**src/rtl/sercfg_pkg.sv**
```systemverilog
`timescale 1ns/1ps
// Package: shared constants and types for the serial channel control block.
// Assumes a byte-wide bus and an 8-byte register window per channel.
package sercfg_pkg;
    localparam int DATA_W = 8;
    localparam int OFS_W  = 3;

    // Register offsets inside the channel window
    localparam logic [OFS_W-1:0] OFS_MODE = 3'd0;
    localparam logic [OFS_W-1:0] OFS_STAT = 3'd1;
    localparam logic [OFS_W-1:0] OFS_CMD  = 3'd2;
    localparam logic [OFS_W-1:0] OFS_HOLD = 3'd3;

    // Command codes in bits 7:4 of the command byte
    localparam logic [3:0] CC_PTR_M1   = 4'h1;
    localparam logic [3:0] CC_RX_RST   = 4'h2;
    localparam logic [3:0] CC_TX_RST   = 4'h3;
    localparam logic [3:0] CC_ERR_CLR  = 4'h4;
    localparam logic [3:0] CC_BCHG_CLR = 4'h5;
    localparam logic [3:0] CC_BRK_ON   = 4'h6;
    localparam logic [3:0] CC_BRK_OFF  = 4'h7;
    localparam logic [3:0] CC_PTR_M0   = 4'hB;

    // Status bit positions
    localparam int SB_RXRDY = 0;
    localparam int SB_RXFUL = 1;
    localparam int SB_TXRDY = 2;
    localparam int SB_TXEMT = 3;
    localparam int SB_OVR   = 4;
    localparam int SB_PAR   = 5;
    localparam int SB_FRM   = 6;
    localparam int SB_BRK   = 7;

    localparam int NUM_MR = 3;

    typedef enum logic [1:0] {PTR_M0 = 2'd0, PTR_M1 = 2'd1, PTR_M2 = 2'd2} mode_ptr_e;

    // Decoded one-cycle actions of a command write
    typedef struct packed {
        logic rx_on;
        logic rx_off;
        logic tx_on;
        logic tx_off;
        logic ptr_m1;
        logic ptr_m0;
        logic rx_rst;
        logic tx_rst;
        logic err_clr;
        logic bchg_clr;
        logic brk_on;
        logic brk_off;
    } cmd_t;
endpackage

```
**src/rtl/sercfg_decode.sv**
```systemverilog
`timescale 1ns/1ps
// Module: sercfg_decode
// Decodes bus accesses for one channel window and splits command writes
// into single-cycle actions. Assumes bus_wr and bus_rd are not both high.
module sercfg_decode
    import sercfg_pkg::*;
#(
    parameter int ADDR_W = 4,
    parameter int CH_IDX = 0
) (
    input  logic              bus_wr,
    input  logic              bus_rd,
    input  logic [ADDR_W-1:0] bus_addr,
    input  logic [DATA_W-1:0] bus_wdata,
    output logic              mode_wr,
    output logic              csel_wr,
    output logic              hold_wr,
    output logic              hold_rd,
    output logic              mode_rd,
    output logic              stat_rd,
    output cmd_t              cmd
);
    localparam int CH_W = ADDR_W - OFS_W;

    logic             ch_hit;
    logic [OFS_W-1:0] ofs;
    logic             cmd_wr;
    logic [3:0]       code;

    // channel window match and offset split
    assign ch_hit = (bus_addr[ADDR_W-1:OFS_W] == CH_W'(CH_IDX));
    assign ofs    = bus_addr[OFS_W-1:0];
    assign code   = bus_wdata[DATA_W-1:4];

    // Per-offset access strobes
    always_comb begin
        mode_wr = bus_wr && ch_hit && (ofs == OFS_MODE);
        csel_wr = bus_wr && ch_hit && (ofs == OFS_STAT);
        cmd_wr  = bus_wr && ch_hit && (ofs == OFS_CMD);
        hold_wr = bus_wr && ch_hit && (ofs == OFS_HOLD);
        mode_rd = bus_rd && ch_hit && (ofs == OFS_MODE);
        stat_rd = bus_rd && ch_hit && (ofs == OFS_STAT);
        hold_rd = bus_rd && ch_hit && (ofs == OFS_HOLD);
    end

    // Split a command byte into enable bits and one coded action
    always_comb begin
        cmd = '0;
        if (cmd_wr) begin
            cmd.rx_on  = bus_wdata[0];
            cmd.rx_off = bus_wdata[1];
            cmd.tx_on  = bus_wdata[2];
            cmd.tx_off = bus_wdata[3];
            case (code)
                CC_PTR_M1:   cmd.ptr_m1   = 1'b1;
                CC_RX_RST:   cmd.rx_rst   = 1'b1;
                CC_TX_RST:   cmd.tx_rst   = 1'b1;
                CC_ERR_CLR:  cmd.err_clr  = 1'b1;
                CC_BCHG_CLR: cmd.bchg_clr = 1'b1;
                CC_BRK_ON:   cmd.brk_on   = 1'b1;
                CC_BRK_OFF:  cmd.brk_off  = 1'b1;
                CC_PTR_M0:   cmd.ptr_m0   = 1'b1;
                default:     ;
            endcase
        end
    end
endmodule

```
**src/rtl/sercfg_modefile.sv**
```systemverilog
`timescale 1ns/1ps
// Module: sercfg_modefile
// Holds the three mode registers behind an auto-advancing pointer plus the
// clock-select byte, and decodes the frame fields. Assumes pointer commands
// and mode writes never share a cycle (they use different offsets).
module sercfg_modefile
    import sercfg_pkg::*;
(
    input  logic              clk,
    input  logic              rst_n,
    input  logic              mode_wr,
    input  logic              csel_wr,
    input  logic              ptr_m1,
    input  logic              ptr_m0,
    input  logic [DATA_W-1:0] wdata,
    output logic [DATA_W-1:0] mode_q,
    output logic [DATA_W-1:0] clk_sel,
    output logic [1:0]        word_len,
    output logic              par_en,
    output logic              par_odd,
    output logic              stop_two,
    output logic              fifo_en,
    output logic              tx_half,
    output logic [2:0]        baud_ext
);
    mode_ptr_e                     ptr_q;
    logic [NUM_MR-1:0][DATA_W-1:0] mr_bus;

    // pointer set by command, advanced by each mode write, saturating at 2
    always_ff @(posedge clk) begin
        if (!rst_n)          ptr_q <= PTR_M1;
        else if (ptr_m1)     ptr_q <= PTR_M1;
        else if (ptr_m0)     ptr_q <= PTR_M0;
        else if (mode_wr) begin
            case (ptr_q)
                PTR_M0:  ptr_q <= PTR_M1;
                default: ptr_q <= PTR_M2;
            endcase
        end
    end

    // One storage register per mode slot, written when the pointer selects it
    for (genvar i = 0; i < NUM_MR; i++) begin : g_mr
        logic [DATA_W-1:0] q;
        // Capture the write byte for slot i
        always_ff @(posedge clk) begin
            if (!rst_n)                                       q <= '0;
            else if (mode_wr && (ptr_q == mode_ptr_e'(i)))     q <= wdata;
        end
        assign mr_bus[i] = q;
    end

    // clock-select byte
    always_ff @(posedge clk) begin
        if (!rst_n)       clk_sel <= '0;
        else if (csel_wr) clk_sel <= wdata;
    end

    // Readback of the pointed mode register
    always_comb begin
        case (ptr_q)
            PTR_M0:  mode_q = mr_bus[0];
            PTR_M1:  mode_q = mr_bus[1];
            default: mode_q = mr_bus[2];
        endcase
    end

    // field decode
    always_comb begin
        word_len = mr_bus[1][1:0];
        par_en   = !mr_bus[1][4];
        par_odd  = !mr_bus[1][4] && mr_bus[1][2];
        stop_two = mr_bus[2][3];
        fifo_en  = mr_bus[0][3];
        tx_half  = mr_bus[0][4];
        baud_ext = mr_bus[0][2:0];
    end

    // a pointer command lands on its target
    a_r3_ptr_cmd_m1: assert property (@(posedge clk) disable iff (!rst_n)
        ptr_m1 |=> (ptr_q == PTR_M1));
    // pointer stays at slot 2 under further mode writes
    a_r3_ptr_saturates: assert property (@(posedge clk) disable iff (!rst_n)
        (ptr_q == PTR_M2 && mode_wr && !ptr_m1 && !ptr_m0) |=> (ptr_q == PTR_M2));
    // slot 0 write moves pointer to slot 1
    a_r3_ptr_from_m0: assert property (@(posedge clk) disable iff (!rst_n)
        (ptr_q == PTR_M0 && mode_wr && !ptr_m1 && !ptr_m0) |=> (ptr_q == PTR_M1));
endmodule

```
**src/rtl/sercfg_linectl.sv**
```systemverilog
`timescale 1ns/1ps
// Module: sercfg_linectl
// Receiver/transmitter enables, flush strobes and break control.
// Assumes tx_idle is a level from the core that is high when no character
// is being shifted out.
module sercfg_linectl
    import sercfg_pkg::*;
(
    input  logic clk,
    input  logic rst_n,
    input  cmd_t cmd,
    input  logic tx_idle,
    output logic rx_en,
    output logic tx_en,
    output logic rx_flush,
    output logic tx_flush,
    output logic line_brk
);
    logic brk_req_q;

    // receiver enable, disable has priority
    always_ff @(posedge clk) begin
        if (!rst_n)          rx_en <= 1'b0;
        else if (cmd.rx_off) rx_en <= 1'b0;
        else if (cmd.rx_on)  rx_en <= 1'b1;
    end

    // transmitter enable, disable has priority
    always_ff @(posedge clk) begin
        if (!rst_n)          tx_en <= 1'b0;
        else if (cmd.tx_off) tx_en <= 1'b0;
        else if (cmd.tx_on)  tx_en <= 1'b1;
    end

    // one-cycle flush strobes after a reset command
    always_ff @(posedge clk) begin
        if (!rst_n) begin
            rx_flush <= 1'b0;
            tx_flush <= 1'b0;
        end else begin
            rx_flush <= cmd.rx_rst;
            tx_flush <= cmd.tx_rst;
        end
    end

    // break request latched until stop-break
    always_ff @(posedge clk) begin
        if (!rst_n)           brk_req_q <= 1'b0;
        else if (cmd.brk_off) brk_req_q <= 1'b0;
        else if (cmd.brk_on)  brk_req_q <= 1'b1;
    end

    // line enters break once the transmitter is idle
    always_ff @(posedge clk) begin
        if (!rst_n)                       line_brk <= 1'b0;
        else if (cmd.brk_off)             line_brk <= 1'b0;
        else if (brk_req_q && tx_idle)    line_brk <= 1'b1;
    end

    // disable command wins over enable
    a_r2_rx_off_wins: assert property (@(posedge clk) disable iff (!rst_n)
        cmd.rx_off |=> !rx_en);
    a_r2_tx_off_wins: assert property (@(posedge clk) disable iff (!rst_n)
        cmd.tx_off |=> !tx_en);
    // break starts only when the shifter was idle
    a_r11_brk_after_idle: assert property (@(posedge clk) disable iff (!rst_n)
        $rose(line_brk) |-> $past(tx_idle));
    // break holds until the stop command
    a_r11_brk_holds: assert property (@(posedge clk) disable iff (!rst_n)
        (line_brk && !cmd.brk_off) |=> line_brk);
endmodule

```
**src/rtl/sercfg_status.sv**
```systemverilog
`timescale 1ns/1ps
// Module: sercfg_status
// Builds the status byte from core levels and latched error flags, and
// keeps the break-change flag. Assumes event inputs are one-cycle pulses.
module sercfg_status
    import sercfg_pkg::*;
(
    input  logic              clk,
    input  logic              rst_n,
    input  logic              rx_avail,
    input  logic              rx_full,
    input  logic              tx_space,
    input  logic              tx_idle,
    input  logic              tx_en,
    input  logic              head_par_err,
    input  logic              head_frm_err,
    input  logic              rx_ovr_evt,
    input  logic              rx_brk_evt,
    input  logic              err_clr,
    input  logic              bchg_clr,
    output logic [DATA_W-1:0] stat,
    output logic              brk_change
);
    logic ovr_q;
    logic brk_q;

    // overrun latch, event wins over clear
    always_ff @(posedge clk) begin
        if (!rst_n)          ovr_q <= 1'b0;
        else if (rx_ovr_evt) ovr_q <= 1'b1;
        else if (err_clr)    ovr_q <= 1'b0;
    end

    // received-break latch, event wins over clear
    always_ff @(posedge clk) begin
        if (!rst_n)          brk_q <= 1'b0;
        else if (rx_brk_evt) brk_q <= 1'b1;
        else if (err_clr)    brk_q <= 1'b0;
    end

    // break-change latch
    always_ff @(posedge clk) begin
        if (!rst_n)          brk_change <= 1'b0;
        else if (rx_brk_evt) brk_change <= 1'b1;
        else if (bchg_clr)   brk_change <= 1'b0;
    end

    // status byte assembly
    always_comb begin
        stat           = '0;
        stat[SB_RXRDY] = rx_avail;
        stat[SB_RXFUL] = rx_full;
        stat[SB_TXRDY] = tx_en && tx_space;
        stat[SB_TXEMT] = tx_en && tx_idle;
        stat[SB_OVR]   = ovr_q;
        stat[SB_PAR]   = rx_avail && head_par_err;
        stat[SB_FRM]   = rx_avail && head_frm_err;
        stat[SB_BRK]   = brk_q;
    end

    // latched flags survive until the clear command
    a_r9_ovr_sticky: assert property (@(posedge clk) disable iff (!rst_n)
        (ovr_q && !err_clr) |=> ovr_q);
    a_r9_brk_sticky: assert property (@(posedge clk) disable iff (!rst_n)
        (brk_q && !err_clr) |=> brk_q);
    // clear without a new event drops the flag
    a_r10_bchg_clear: assert property (@(posedge clk) disable iff (!rst_n)
        (bchg_clr && !rx_brk_evt) |=> !brk_change);
endmodule

```
**src/rtl/sercfg_chan.sv**
```systemverilog
`timescale 1ns/1ps
// Module: sercfg_chan (top)
// Control plane of one serial channel: bus decode, mode registers, line
// control and status. Assumes ADDR_W >= 4 and a single-cycle register bus.
module sercfg_chan
    import sercfg_pkg::*;
#(
    parameter int ADDR_W = 4,
    parameter int CH_IDX = 0
) (
    input  logic              clk,
    input  logic              rst_n,
    input  logic              bus_wr,
    input  logic              bus_rd,
    input  logic [ADDR_W-1:0] bus_addr,
    input  logic [7:0]        bus_wdata,
    output logic [7:0]        bus_rdata,
    input  logic              rx_avail,
    input  logic              rx_full,
    input  logic              tx_space,
    input  logic              tx_idle,
    input  logic              head_par_err,
    input  logic              head_frm_err,
    input  logic              rx_ovr_evt,
    input  logic              rx_brk_evt,
    input  logic [7:0]        rx_data,
    output logic              rx_en,
    output logic              tx_en,
    output logic              rx_flush,
    output logic              tx_flush,
    output logic              line_brk,
    output logic              brk_change,
    output logic [1:0]        word_len,
    output logic              par_en,
    output logic              par_odd,
    output logic              stop_two,
    output logic              fifo_en,
    output logic              tx_half,
    output logic [2:0]        baud_ext,
    output logic [7:0]        clk_sel,
    output logic              tx_push,
    output logic [7:0]        tx_data,
    output logic              rx_pop
);
    logic              mode_wr, csel_wr, hold_wr, hold_rd, mode_rd, stat_rd;
    cmd_t              cmd;
    logic [DATA_W-1:0] mode_q;
    logic [DATA_W-1:0] stat;

    sercfg_decode #(.ADDR_W(ADDR_W), .CH_IDX(CH_IDX)) u_dec (
        .bus_wr(bus_wr), .bus_rd(bus_rd), .bus_addr(bus_addr), .bus_wdata(bus_wdata),
        .mode_wr(mode_wr), .csel_wr(csel_wr), .hold_wr(hold_wr), .hold_rd(hold_rd),
        .mode_rd(mode_rd), .stat_rd(stat_rd), .cmd(cmd)
    );

    sercfg_modefile u_mode (
        .clk(clk), .rst_n(rst_n), .mode_wr(mode_wr), .csel_wr(csel_wr),
        .ptr_m1(cmd.ptr_m1), .ptr_m0(cmd.ptr_m0), .wdata(bus_wdata),
        .mode_q(mode_q), .clk_sel(clk_sel), .word_len(word_len), .par_en(par_en),
        .par_odd(par_odd), .stop_two(stop_two), .fifo_en(fifo_en),
        .tx_half(tx_half), .baud_ext(baud_ext)
    );

    sercfg_linectl u_line (
        .clk(clk), .rst_n(rst_n), .cmd(cmd), .tx_idle(tx_idle),
        .rx_en(rx_en), .tx_en(tx_en), .rx_flush(rx_flush), .tx_flush(tx_flush),
        .line_brk(line_brk)
    );

    sercfg_status u_stat (
        .clk(clk), .rst_n(rst_n), .rx_avail(rx_avail), .rx_full(rx_full),
        .tx_space(tx_space), .tx_idle(tx_idle), .tx_en(tx_en),
        .head_par_err(head_par_err), .head_frm_err(head_frm_err),
        .rx_ovr_evt(rx_ovr_evt), .rx_brk_evt(rx_brk_evt),
        .err_clr(cmd.err_clr), .bchg_clr(cmd.bchg_clr),
        .stat(stat), .brk_change(brk_change)
    );

    // holding-register strobes toward the FIFOs
    assign tx_push = hold_wr;
    assign tx_data = bus_wdata;
    assign rx_pop  = hold_rd;

    // read mux, zero when no register of this channel is read
    always_comb begin
        if (mode_rd)      bus_rdata = mode_q;
        else if (stat_rd) bus_rdata = stat;
        else if (hold_rd) bus_rdata = rx_data;
        else              bus_rdata = '0;
    end

    // receiver reset command is followed by the flush strobe
    a_r7_rx_flush_follows: assert property (@(posedge clk) disable iff (!rst_n)
        cmd.rx_rst |=> rx_flush);
    a_r7_tx_flush_follows: assert property (@(posedge clk) disable iff (!rst_n)
        cmd.tx_rst |=> tx_flush);
    // a holding write always reaches the transmit FIFO strobe
    a_r12_push_on_hold_wr: assert property (@(posedge clk) disable iff (!rst_n)
        hold_wr |-> tx_push);
endmodule

```
**config.mk**
```make
export PLATFORM = sky130hd
export DESIGN_NAME = sercfg_chan
export DESIGN_NICKNAME = d
export VERILOG_FILES = /design/src/rtl/sercfg_pkg.sv /design/src/rtl/sercfg_decode.sv /design/src/rtl/sercfg_modefile.sv /design/src/rtl/sercfg_linectl.sv /design/src/rtl/sercfg_status.sv /design/src/rtl/sercfg_chan.sv
export SDC_FILE = /design/constraint.sdc
export NUM_CORES = 1
export LEC_CHECK = 0
export ABC_AREA = 1
export BUFFER_PORTS_ARGS = -buffer_cell sky130_fd_sc_hd__buf_2
export CORE_ASPECT_RATIO = 1.5
export CORE_MARGIN = 3
export CORE_UTILIZATION = 54
export DETAILED_ROUTE_END_ITERATION = 10
export GPL_TIMING_DRIVEN = 0
export PLACE_DENSITY = 0.87
export SLEW_MARGIN = 15
export SYNTH_ARGS = -nofsm -noshare
export SYNTH_HDL_FRONTEND = slang
export SYNTH_SLANG_ARGS = --single-unit
export TNS_END_PERCENT = 50
```
**constraint.sdc**
```tcl
create_clock -name clk -period 1.91 [get_ports clk]
set_input_delay 0.0955 -clock clk [delete_from_list [all_inputs] [get_ports clk]]
set_output_delay 0.0955 -clock clk [all_outputs]
set_load 0.02 [all_outputs]
```
* Yosys cells after proc, flatten, opt, wreduce, memory -nomap -nowiden
Cells that the tools add are included.
Word-level totals: register bits 43, output and inout bits 42
Cells by class: reductions and logical operators 31, eq/ne operators 13, muxes and demuxes 21, bitwise logic cells 2
Operators with widths (number):
- 8-bit 2-to-1 mux | 3
- 1-bit logical AND | 18
- 4-bit by 3-bit equality test with 1-bit output (second input constant) | 4
- 8-bit case mux with 2 select lines | 1
- 1-bit 2-to-1 mux | 15
- 12-bit 2-to-1 mux | 1
- 4-bit by 2-bit equality test with 1-bit output (second input constant) | 2
- 2-bit nonzero test | 4
- 2-bit OR reduction | 4
- 3-bit by 2-bit equality test with 1-bit output (second input constant) | 2
- 4-bit by 1-bit equality test with 1-bit output (second input constant) | 1
- 4-bit equality test (second input constant) | 1
- 3-bit by 1-bit equality test with 1-bit output (second input constant) | 1
- 3-bit zero test | 1
- 3-bit OR reduction | 1
- 2-bit by 1-bit equality test with 1-bit output (second input constant) | 1
- 2-bit equality test (second input constant) | 1
- 2-bit zero test | 1
- 2-bit 2-to-1 mux | 1
- 1-bit NOT | 2
- 2-bit AND reduction | 1
- 1-bit zero test | 1

* Depth between registers and ports, before layout
Gate-level depths: netlist of run 1.
depth after elaboration 6, mapped depth 9

* Hierarchy
A second synthesis of run 1 with hierarchy kept.
Unflattened totals: cell total of the unflattened synthesis 397, area total of the unflattened synthesis 2443.6 um^2
By module, submodules not included:
- sercfg_modefile | instances 1, cells an instance 226, area an instance 1511.4 um^2
- sercfg_chan | instances 1, cells an instance 69, area an instance 312.8 um^2
- sercfg_decode | instances 1, cells an instance 51, area an instance 255.2 um^2
- sercfg_linectl | instances 1, cells an instance 25, area an instance 198.9 um^2
- sercfg_status | instances 1, cells an instance 26, area an instance 165.2 um^2

* Worst setup path after synthesis of run 1
No wires, ideal clock.
path kind register to output, start register u_mode.ptr_q[1], end output port bus_rdata[0], arrival time 1.109 ns, cell stages (with the launch flop) 9, data required time 1.814 ns, path slack 0.705 ns, cell sequence dfxtp_1 -> buf_6 -> inv_1 -> nand2_1 -> inv_1 -> nand2_1 -> nand3_1 -> nand2_1 -> nand3b_1
On the way: longest elaborated chain between the ends 3, elaborated cells between the ends (all ways) 4, classes of those cells eq/ne (1); mux (2); reduce/logical (1)
RTL lines:
- from (decl) | RTL line sercfg_modefile.sv:26 | mode_ptr_e ptr_q;
- from (signal assigned) | RTL line sercfg_modefile.sv:31 | if (!rst_n) ptr_q <= PTR_M1;
- from (signal assigned) | RTL line sercfg_modefile.sv:32 | else if (ptr_m1) ptr_q <= PTR_M1;
- from (signal assigned) | RTL line sercfg_modefile.sv:33 | else if (ptr_m0) ptr_q <= PTR_M0;
- 2-bit by 1-bit equality test with 1-bit output / 2-bit zero test (equally long branches) | RTL line sercfg_modefile.sv:61 | case (ptr_q)
- 8-bit case mux with 2 select lines * | RTL line sercfg_modefile.sv:61
- 8-bit 2-to-1 mux * | RTL line sercfg_chan.sv:86 | if (mode_rd) bus_rdata = mode_q;
- to (decl) | RTL line sercfg_chan.sv:17 | output logic [7:0] bus_rdata,
Every way passes the cells marked *; elsewhere a longest branch is shown, timed or not.

* Worst setup path in the final report of run 1
start register u_mode.ptr_q[1], end output port bus_rdata[1]
Same word-level chain as after synthesis.

==> results of run 1 <==
==> tightest hold or removal path: cells and delay by family <==
family | cells | cell delay (ns)
buffers and inverters | 2 | 0.14
AOI/OAI and AO/OA | 1 | 0.06
==> path summary, 6_finish.rpt <==
check                                                     from                          endpoint
worst max-delay path              u_mode.ptr_q[1]$_SDFFE_PP0P_                      bus_rdata[1]
worst min-delay path                                rx_ovr_evt         u_stat.ovr_q$_SDFFE_PN0P_
worst max register to register    u_mode.ptr_q[1]$_SDFFE_PP0P_  u_mode.g_mr[0].q[2]$_SDFFE_PN0P_
worst min register to register  u_stat.brk_change$_SDFFE_PN0P_    u_stat.brk_change$_SDFFE_PN0P_
==> report_power, final <==
part	total [µW]	leakage, µW	switching (µW)	internal [µW]
clock	687	0.0000513	304	383
combinational	208	0.000948	130	78.4
sequential	918	0.000348	8.22	909
==> logic make-up (layout without fill, tap and decap cells) <==
group	after synthesis	in the layout
compound gates	26	26
buf+inv	47	126
flops	43	43
simple gates	216	216
==> metal layers <==
layer | up-vias | wire [µm] | GRT usage
met3 | 19 | 260 | 0.0418
met1 | 1034 | 2140 | 0.268
li1 | 1170 | - | -
met5 | - | 0 | 0
met4 | 0 | 225 | 0.124
met2 | 58 | 3030 | 0.435
==> area by class of cell <==
cell class	instances	area (µm²)	share of cell area
Inverter	24	90.1	0.0336
Tap cell	43	53.8	0.0201
Clock buffer	6	72.6	0.0271
Timing Repair Buffer	72	360	0.134
Buffer	23	170	0.0635
Multi-Input combinational cell	242	1040	0.389
Sequential cell	43	861	0.321
Clock inverter	1	30.0	0.0112
==> through the flow <==
stage | util | hold slack (ns) | total power, µW | area (µm²) | setup WS (ns)
after floorplan | - | 0.229 | 1060 | 2160 | 0.705
after global placement | 0.687 | 0.344 | 1140 | 2580 | 0.452
after detailed placement | 0.687 | 0.362 | 1150 | 2580 | 0.439
after CTS | 0.715 | 0.0436 | 1820 | 2680 | 0.103
after global routing | 0.715 | 0.0517 | 1870 | 2680 | 0.0165
final | 0.715 | 0.0457 | 1810 | 2680 | 0.166
==> state kept, by name, indices dropped and copies added, names as in the netlist <==
signal	count
u_line.brk_req_q	1
u_line.rx_en	1
u_mode.clk_sel	8
u_mode.ptr_q	2
u_stat.brk_q	1
u_line.tx_en	1
u_stat.ovr_q	1
u_stat.brk_change	1
u_line.tx_flush	1
u_line.rx_flush	1
u_line.line_brk	1
u_mode.g_mr.q	24
==> placed cells by master, fill, tap and decap left out, drive strengths merged, types with 9 or more instances in the layout <==
master  count
o21ai       9
nand2     121
dfxtp      43
buf        92
a21oi      15
nor2       71
inv        24
nand3      19
clkbuf      9
==> metrics, run 1 <==
port bufs slightly above 70; initial antenna violation count 0; I/O pin count 74; synth top area cells dfxtp_1, nand2_1, nor2_1; RSZ-0062 raised after global routing no; CP top delay family buffers and inverters; Crit-path slowest cell dfxtp_1; CORE AREA roughly 0.0037 mm²; clk root buf clkbuf_8; Syn Std Cell Area roughly 0.0022 mm²; status finished clean; Filler cells 330; Reg2Reg Setup Slack ~0.5 ns; Compound-Gate Fraction of Synth Area 0.0625; FFs w/ async S/R, synth 0; Worst Path Max Fanout 10; Die Span Y 83.5 µm; H-tree Lvls 2; Lkg Pwr 0.00135 µW; number of global-route vias before repair about 2.2k; Final GP Congestion 0.850; Unique masters post-synth 21; Hold Path Class input pin to flop; final setup TNS 0 ns; Worst Tran Pin Value between 0.5 and 0.6 ns; critical path's largest stage delay 0.31 ns; post-synthesis cell count roughly 330; largest net degree at the start of global routing 13; maximum clock frequency roughly 570 MHz; Synth Area per Inst approximately 6.5 µm²; nets@finish between 400 and 500; Synth Net Count 364; Critical Path Stages 9; CTS clk-pin slew, worst paths 0.08 ns; CTS tree yes; EDFF count, synth 0; Bufs and invs on worst path 4; Inst Count DP roughly 450; post-CTS setup buffers 0; FF+latch count, synth between 40 and 50; Final Hold Viols 0; DRT antenna net count 0; peak supply drop about 0.73 mV; via count ~2.3k; top_reg_cell synth dfxtp_1; post-synthesis simple-gate area fraction 0.419; P per Cell Area between 600 and 700 mW/mm²; Synth top cells by count nand2_1, nor2_1, dfxtp_1; critical path type flop to primary output; largest family of logic cells by synthesized area simple AND/OR/NAND/NOR gates; DR iter-0 viols 86; Setup violations, final 0; data required time of the worst path around 1.8 ns; # rows 27; share of layout cells above drive strength 1 0.260; HPWL Detailed 4370 µm; Clock Sinks 43; most numerous cell in the Yosys netlist nand2_1; yosys warns 0; post-cts sizing count 0; startpoint type of the worst setup path flop; Wirelength per Cell 12.5 µm; synthesized-area fraction occupied by adder cells 0; crit path cell chain buf_6 > inv_1 > nand2_1 > inv_2 > nand2_1 > nand3_1 > nand2_1 > nand3_1 > buf_2; DR pass1 iterations 4; mux share of post-synthesis cell area 0; total grt overflow 0; total die area between 0.004 and 0.005 mm²; drt drc 0; CP Capture Type primary output; Worst R2R Path Depth 8; Synth Area in XOR/XNOR 0; clock buffer depth 2; Pins Over Slew Limit 0; Critical Path Most Common Cell nand2_1; Starting Density 0.577; first-pass GRT wire length about 9400 µm; CTS Buf Count 5; hold depth 3; Slew headroom 0.636; sequential area share after synthesis 0.398; antenna cell count 0; worst endpoint data arrival time 1.65 ns; Synth area leader dfxtp_1; Synth top area share 0.398; minimum clock period approximately 1.7 ns; vias per cell approximately 5; Layout Skew 0.00739 ns; Tot GR Track Use 0.245; hold buffer count at CTS 0; Max-Cap Viols 0; Final Cycle Share 0.913; Area Overhead vs Synth 23.9%; fin cells between 400 and 500; final wirelength 5660 µm; clk_lat worst skew roughly 0.30 ns; die width between 50 and 60 µm
Note: power is estimated with default switching activity, not from simulation.
==> run 2: changes to the inputs <==
Settings changed: ABC_CLOCK_PERIOD_IN_PS set to 1910, BUFFER_PORTS_ARGS -buffer_cell sky130_fd_sc_hd__buf_2 to not set, CORE_UTILIZATION 54 to 55, DONT_BUFFER_PORTS set to 1, PLACE_DENSITY 0.87 to 0.72.
==> metrics, run 2 (synthesis gave the netlist of run 1 again) <==
Reg2Reg Setup Slack 0.51 ns (about the same); CTS Buf Count 5 (unchanged); clock buffer depth 2 (unchanged); WHS Endpoint u_mode.clk_sel[0]$_SDFFE_PN0P_; Area Overhead vs Synth 12.3%; multi-input combinational cell area 0.00104 mm² (unchanged); I/O pin count 74 (unchanged); share of layout cells above drive strength 1 0.106 (-0.154); total die area 0.00474 mm² (-1.7%); Final Cycle Share 0.894 (-0.0192); Die Span Y 82.8 µm (-0.85%); max FFs per register 24 (unchanged); largest net degree at the start of global routing 15 (+2); Worst R2R Path Depth 8 (unchanged); critical path type flop to primary output; CTS clk-pin slew, worst paths 0.08 ns (about the same); hold depth 2 (-1); Max-Cap Viols 0 (unchanged); post-CTS setup buffers 0 (unchanged); Worst Path Max Fanout 10 (unchanged); Hold Startpoint bus_wdata[0]; via count 1987 (-13%); nets@finish 380 (-14%); data required time of the worst path 1.81 ns (about the same); RSZ-0062 raised after global routing no; total grt overflow 0 (unchanged); Clock Sinks 43 (unchanged); Crit-path slowest cell dfxtp_1; peak supply drop 0.792 mV (+8.2%); Worst Tran Pin Value 0.790 ns (+0.247 ns); drt drc 0 (unchanged); CP top delay family simple AND/OR/NAND/NOR gates; Final GP Congestion 0.871 (+2.4%); Wirelength per Cell 13.7 µm (+10%); worst endpoint data arrival time 1.61 ns (-0.04 ns); clk_lat worst skew 0.29 ns (about the same); crit path cell chain buf_6 > inv_1 > nand2_1 > inv_2 > nand2_1 > nand3_1 > nand2_1 > nand3_1; fin area 0.00243 mm² (-9.4%); commonest non-fill, non-tap cells in the layout nand2_1, nor2_1, dfxtp_1; Starting Density 0.582 (+0.00524); clk root buf clkbuf_8; critical path's largest stage delay 0.33 ns (+0.02 ns); DR iter-0 viols 66 (-23%); Tot GR Track Use 0.242 (-0.00311); CP Capture Type primary output; Top reg by flops u_mode.g_mr.q; registers with the most flip-flops u_mode.g_mr.q x24, u_mode.clk_sel x8, u_mode.ptr_q x2; Post-DP Area 0.00222 mm² (-14%); reg2reg end u_mode.g_mr[0].q[2]$_SDFFE_PN0P_; Final Hold Viols 0 (unchanged); Worst R2R Start u_mode.ptr_q[1]$_SDFFE_PP0P_; Setup violations, final 0 (unchanged); Hold Path Class input pin to flop; maximum clock frequency 586 MHz (+2.1%); DR pass1 iterations 4 (unchanged); Critical Path Most Common Cell nand2_1; die width 57.2 µm (-0.82%); first-pass GRT wire length 8960 µm (-4.3%); number of global-route vias before repair 1934 (-12%); HPWL Detailed 3930 µm (-10%); status finished clean; minimum clock period 1.71 ns (-0.0367 ns); final setup TNS 0 ns (unchanged); CORE AREA 0.00372 mm² (-0.90%); Layout Skew 0.00654 ns (-0.000846 ns); Sequential cell area 861 µm² (unchanged); DRT antenna net count 0 (unchanged); H-tree Lvls 2 (unchanged); commonest non-fill, non-tap cell in the layout nand2_1; P per Cell Area 754 mW/mm² (+11%); port bufs 0 (-100%); final wirelength 5380 µm (-4.9%); Slew headroom 0.471 (-0.165); Bufs and invs on worst path 3 (-1); vias per cell 5.07 (+0.89%); # rows 27 (unchanged); initial antenna violation count 0 (unchanged); CTS tree yes; Pins Over Slew Limit 0 (unchanged); Filler cells 380 (+15%); Lkg Pwr 0.00107 µW (-21%); startpoint type of the worst setup path flop; antenna cell count 0 (unchanged)
-- run 2: changes by cell type in the layout (fill, tap and decap cells not counted), sizes merged --
cell / previous run / this run
dlygate4sd3: 0 / 9
inv: 24 / 25
buf: 92 / 20
-- run 2: power by group --
| part | internal (µW) | switching [µW] |
|---|---|---|
| sequential | 909 | 16.0 |
| clock | 430 | 316 |
| combinational | 55.6 | 105 |
-- run 2: timing repair --
action / 4_1_cts / 5_1_grt
setup endpoints to repair: 0 / 4
hold endpoints to repair: 8 / 0
hold buffers: 9 / 0
gates resized for setup: 0 / 1
-- run 2: metal layers --
layer,wire length (µm),global-route usage
met1,2100,0.276
met2,2910,0.434
met3,286,0.0560
met4,89,0.0738
met5,0,0
-- run 2: worst max path at each step --
stage          slack (ns)  cells past startpoint            to                    startpoint
6_report             0.20                      8  bus_rdata[1]  u_mode.ptr_q[1]$_SDFFE_PP0P_
5_1_grt              0.05                      8  bus_rdata[6]  u_mode.ptr_q[1]$_SDFFE_PP0P_
4_1_cts               0.1                      8  bus_rdata[0]  u_mode.ptr_q[1]$_SDFFE_PP0P_
3_5_place_dp         0.43                      8  bus_rdata[0]  u_mode.ptr_q[1]$_SDFFE_PP0P_
3_3_place_gp         0.45                      8  bus_rdata[0]  u_mode.ptr_q[1]$_SDFFE_PP0P_
2_1_floorplan        0.71                      8  bus_rdata[0]  u_mode.ptr_q[1]$_SDFFE_PP0P_
-- run 2: area by class of cell --
cell class,instances,area share
tap,43,0.0222
buffer,23,0.0701
inverter,24,0.0371
sequential,43,0.354
timing repair buffer,9,0.0371
multi-input combinational,242,0.429
clock inverter,2,0.0160
clock buffer,6,0.0340
-- run 2: through the flow --
step	hold slack, ns	instances	setup slack (ns)	power, µW	utilization
after floorplan	0.229	332	0.705	1060	-
after global placement	0.234	375	0.449	1090	0.597
after detailed placement	0.245	375	0.431	1090	0.597
after CTS	0.0196	392	0.0982	1850	0.654
after global routing	0.0402	392	0.0537	1910	0.654
final	0.0329	392	0.203	1830	0.654
==> run 3: changes to the inputs <==
Settings changed: CORE_MARGIN 3 to 2.
==> metrics, run 3 (synthesis gave the netlist of run 1 again) <==
vias per cell 5.17 (+2.0%); CTS tree yes; max FFs per register 24 (unchanged); Clk network pwr share 0.374 (-0.033); die width 55.2 µm (-3.5%); Layout Skew 0.00677 ns (+0.000232 ns); number of global-route vias before repair 1871 (-3.3%); clock buffer depth 2 (unchanged); drt drc 0 (unchanged); Psw 440 µW (+0.75%); Final GP Congestion 0.831 (-4.5%); antenna cell count 0 (unchanged); Clock Sinks 43 (unchanged); Sequential cell area 861 µm² (unchanged); Post-Route Utilization 0.649 (-0.00471); RSZ-0062 raised after global routing no; DR pass1 iterations 4 (unchanged); Tot GR Track Use 0.249 (+0.00674); Pins Over Slew Limit 0 (unchanged); Slew headroom 0.461 (-0.0104); share of layout cells above drive strength 1 0.106 (unchanged); data required time of the worst path 1.81 ns (about the same); Hold Path Class input pin to flop; Hold WS 0.0122 ns (-0.0207 ns); H-tree Lvls 2 (unchanged); Lkg Pwr 0.00105 µW (-1.3%); HPWL Detailed 3890 µm (-0.83%); Die Span Y 80.8 µm (-2.4%); status finished clean; initial antenna violation count 0 (unchanged); Crit-path slowest cell dfxtp_1; I/O pin count 74 (unchanged); total grt overflow 0 (unchanged); P per Cell Area 720 mW/mm² (-4.6%); Worst Tran Pin Value 0.806 ns (+0.0156 ns); multi-input combinational cell area 0.00104 mm² (unchanged); crit path cell chain buf_6 > inv_1 > nand2_1 > inv_2 > nand2_1 > nand3_1 > nand2_1 > nand3_1; Wirelength per Cell 13.6 µm (-1.0%); Bufs and invs on worst path 3 (unchanged); startpoint type of the worst setup path flop; post-CTS setup buffers 0 (unchanged); Filler cells 377 (-0.79%); minimum clock period 1.73 ns (+0.0206 ns); Inst Count DP 375 (unchanged); maximum clock frequency 579 MHz (-1.2%); Setup violations, final 0 (unchanged); CTS Buf Count 5 (unchanged); first-pass GRT wire length 8570 µm (-4.4%); Seq pwr share 0.533 (+0.028); Worst Path Max Fanout 10 (unchanged); port bufs 0 (unchanged); P_int 1290 µW (-7.2%); Top reg by flops u_mode.g_mr.q; DR iter-0 viols 67 (+1.5%); final wirelength 5330 µm (-1.0%); CP top delay family simple AND/OR/NAND/NOR gates; worst endpoint data arrival time 1.63 ns (+0.02 ns); largest net degree at the start of global routing 14 (-1); Net Sw Frac 0.254 (+0.0152); # rows 27 (unchanged); critical path type flop to primary output; Final Cycle Share 0.904 (+0.0108); total die area 0.00446 mm² (-5.8%); combinational share of power 0.093 (+0.006); clk root buf clkbuf_8; nets@finish 380 (unchanged); fin cells 392 (unchanged); commonest non-fill, non-tap cell in the layout nand2_1; DRT antenna net count 0 (unchanged); critical path's largest stage delay 0.33 ns (about the same); commonest non-fill, non-tap cells in the layout nand2_1, nor2_1, dfxtp_1; registers with the most flip-flops u_mode.g_mr.q x24, u_mode.clk_sel x8, u_mode.ptr_q x2; CP Capture Type primary output; CTS clk-pin slew, worst paths 0.08 ns (about the same); Max-Cap Viols 0 (unchanged); Final Hold Viols 0 (unchanged); Area Overhead vs Synth 11.5%; final setup TNS 0 ns (unchanged); via count 2026 (+2.0%); clk_lat worst skew 0.30 ns (about the same); Critical Path Most Common Cell nand2_1; peak supply drop 0.563 mV (-29%); Starting Density 0.582 (unchanged); CORE AREA 0.00372 mm² (unchanged)
## run 3: changes by cell type in the layout (fill, tap and decap cells not counted), sizes merged
| cell | previous run | this run |
|---|---|---|
| clkbuf | 9 | 10 |
| bufinv | 1 | 0 |
| inv | 25 | 24 |
| clkinvlp | 0 | 1 |
## run 3: final cells by class
| class | count | share of cell area |
|---|---|---|
| multi-input combinational | 242 | 0.432 |
| sequential | 43 | 0.357 |
| buffer | 23 | 0.0706 |
| clock buffer | 7 | 0.0400 |
| timing repair buffer | 9 | 0.0374 |
| inverter | 24 | 0.0374 |
| tap | 43 | 0.0223 |
| clock inverter | 1 | 0.00311 |
## run 3: worst paths after layout
kind	from	endpoint	slack, ns	cells past startpoint
setup / recovery	u_mode.ptr_q[1]$_SDFFE_PP0P_	bus_rdata[3]	0.18	8
hold / removal	bus_wdata[3]	u_line.tx_en$_SDFFE_PP0P_	0.01	3
setup reg to reg	u_mode.ptr_q[1]$_SDFFE_PP0P_	u_mode.g_mr[0].q[2]$_SDFFE_PN0P_	0.52	8
hold reg to reg	u_line.brk_req_q$_SDFFE_PP0P_	u_line.brk_req_q$_SDFFE_PP0P_	0.48	2
## run 3: per-layer routing
layer	up-vias	wire [µm]	global-route usage	share of wire
met5	-	0	0	0
met4	0	172	0.112	0.032
met3	12	210	0.0478	0.039
met2	49	2830	0.461	0.53
met1	921	2110	0.273	0.40
li1	1044	-	-	-
## run 3: power by group through the flow
stage	combinational [µW]	sequential, µW	clock [µW]
2_1_floorplan	120	944	0
3_5_place_dp	147	946	0
5_1_grt	180	927	698
6_report	161	925	648
3_3_place_gp	146	947	0
4_1_cts	162	925	652
## run 3: worst reg2reg max path: stages, from the launching register on
cell and delay (ns):
dfxtp_1 0.31, buf_6 0.14, nor2_4 0.21, inv_2 0.09, nor2_4 0.21, buf_6 0.18
nand2_1 0.06, nand2_1 0.05, nor2_1 0.04
## run 3: repair_timing
item,CTS,global route
hold buffers,9,0
endpoints found under the hold margin,9,0
resized for setup,0,1
endpoints found under the setup margin,0,5
## run 3: metrics by stage
step / total power, µW / cell area [µm²] / worst slack [ns]
after floorplan: 1060 / 2160 / 0.705
after global placement: 1090 / 2220 / 0.444
after detailed placement: 1090 / 2220 / 0.433
after CTS: 1740 / 2410 / 0.0973
after global routing: 1810 / 2410 / 0.0274
final: 1740 / 2410 / 0.182
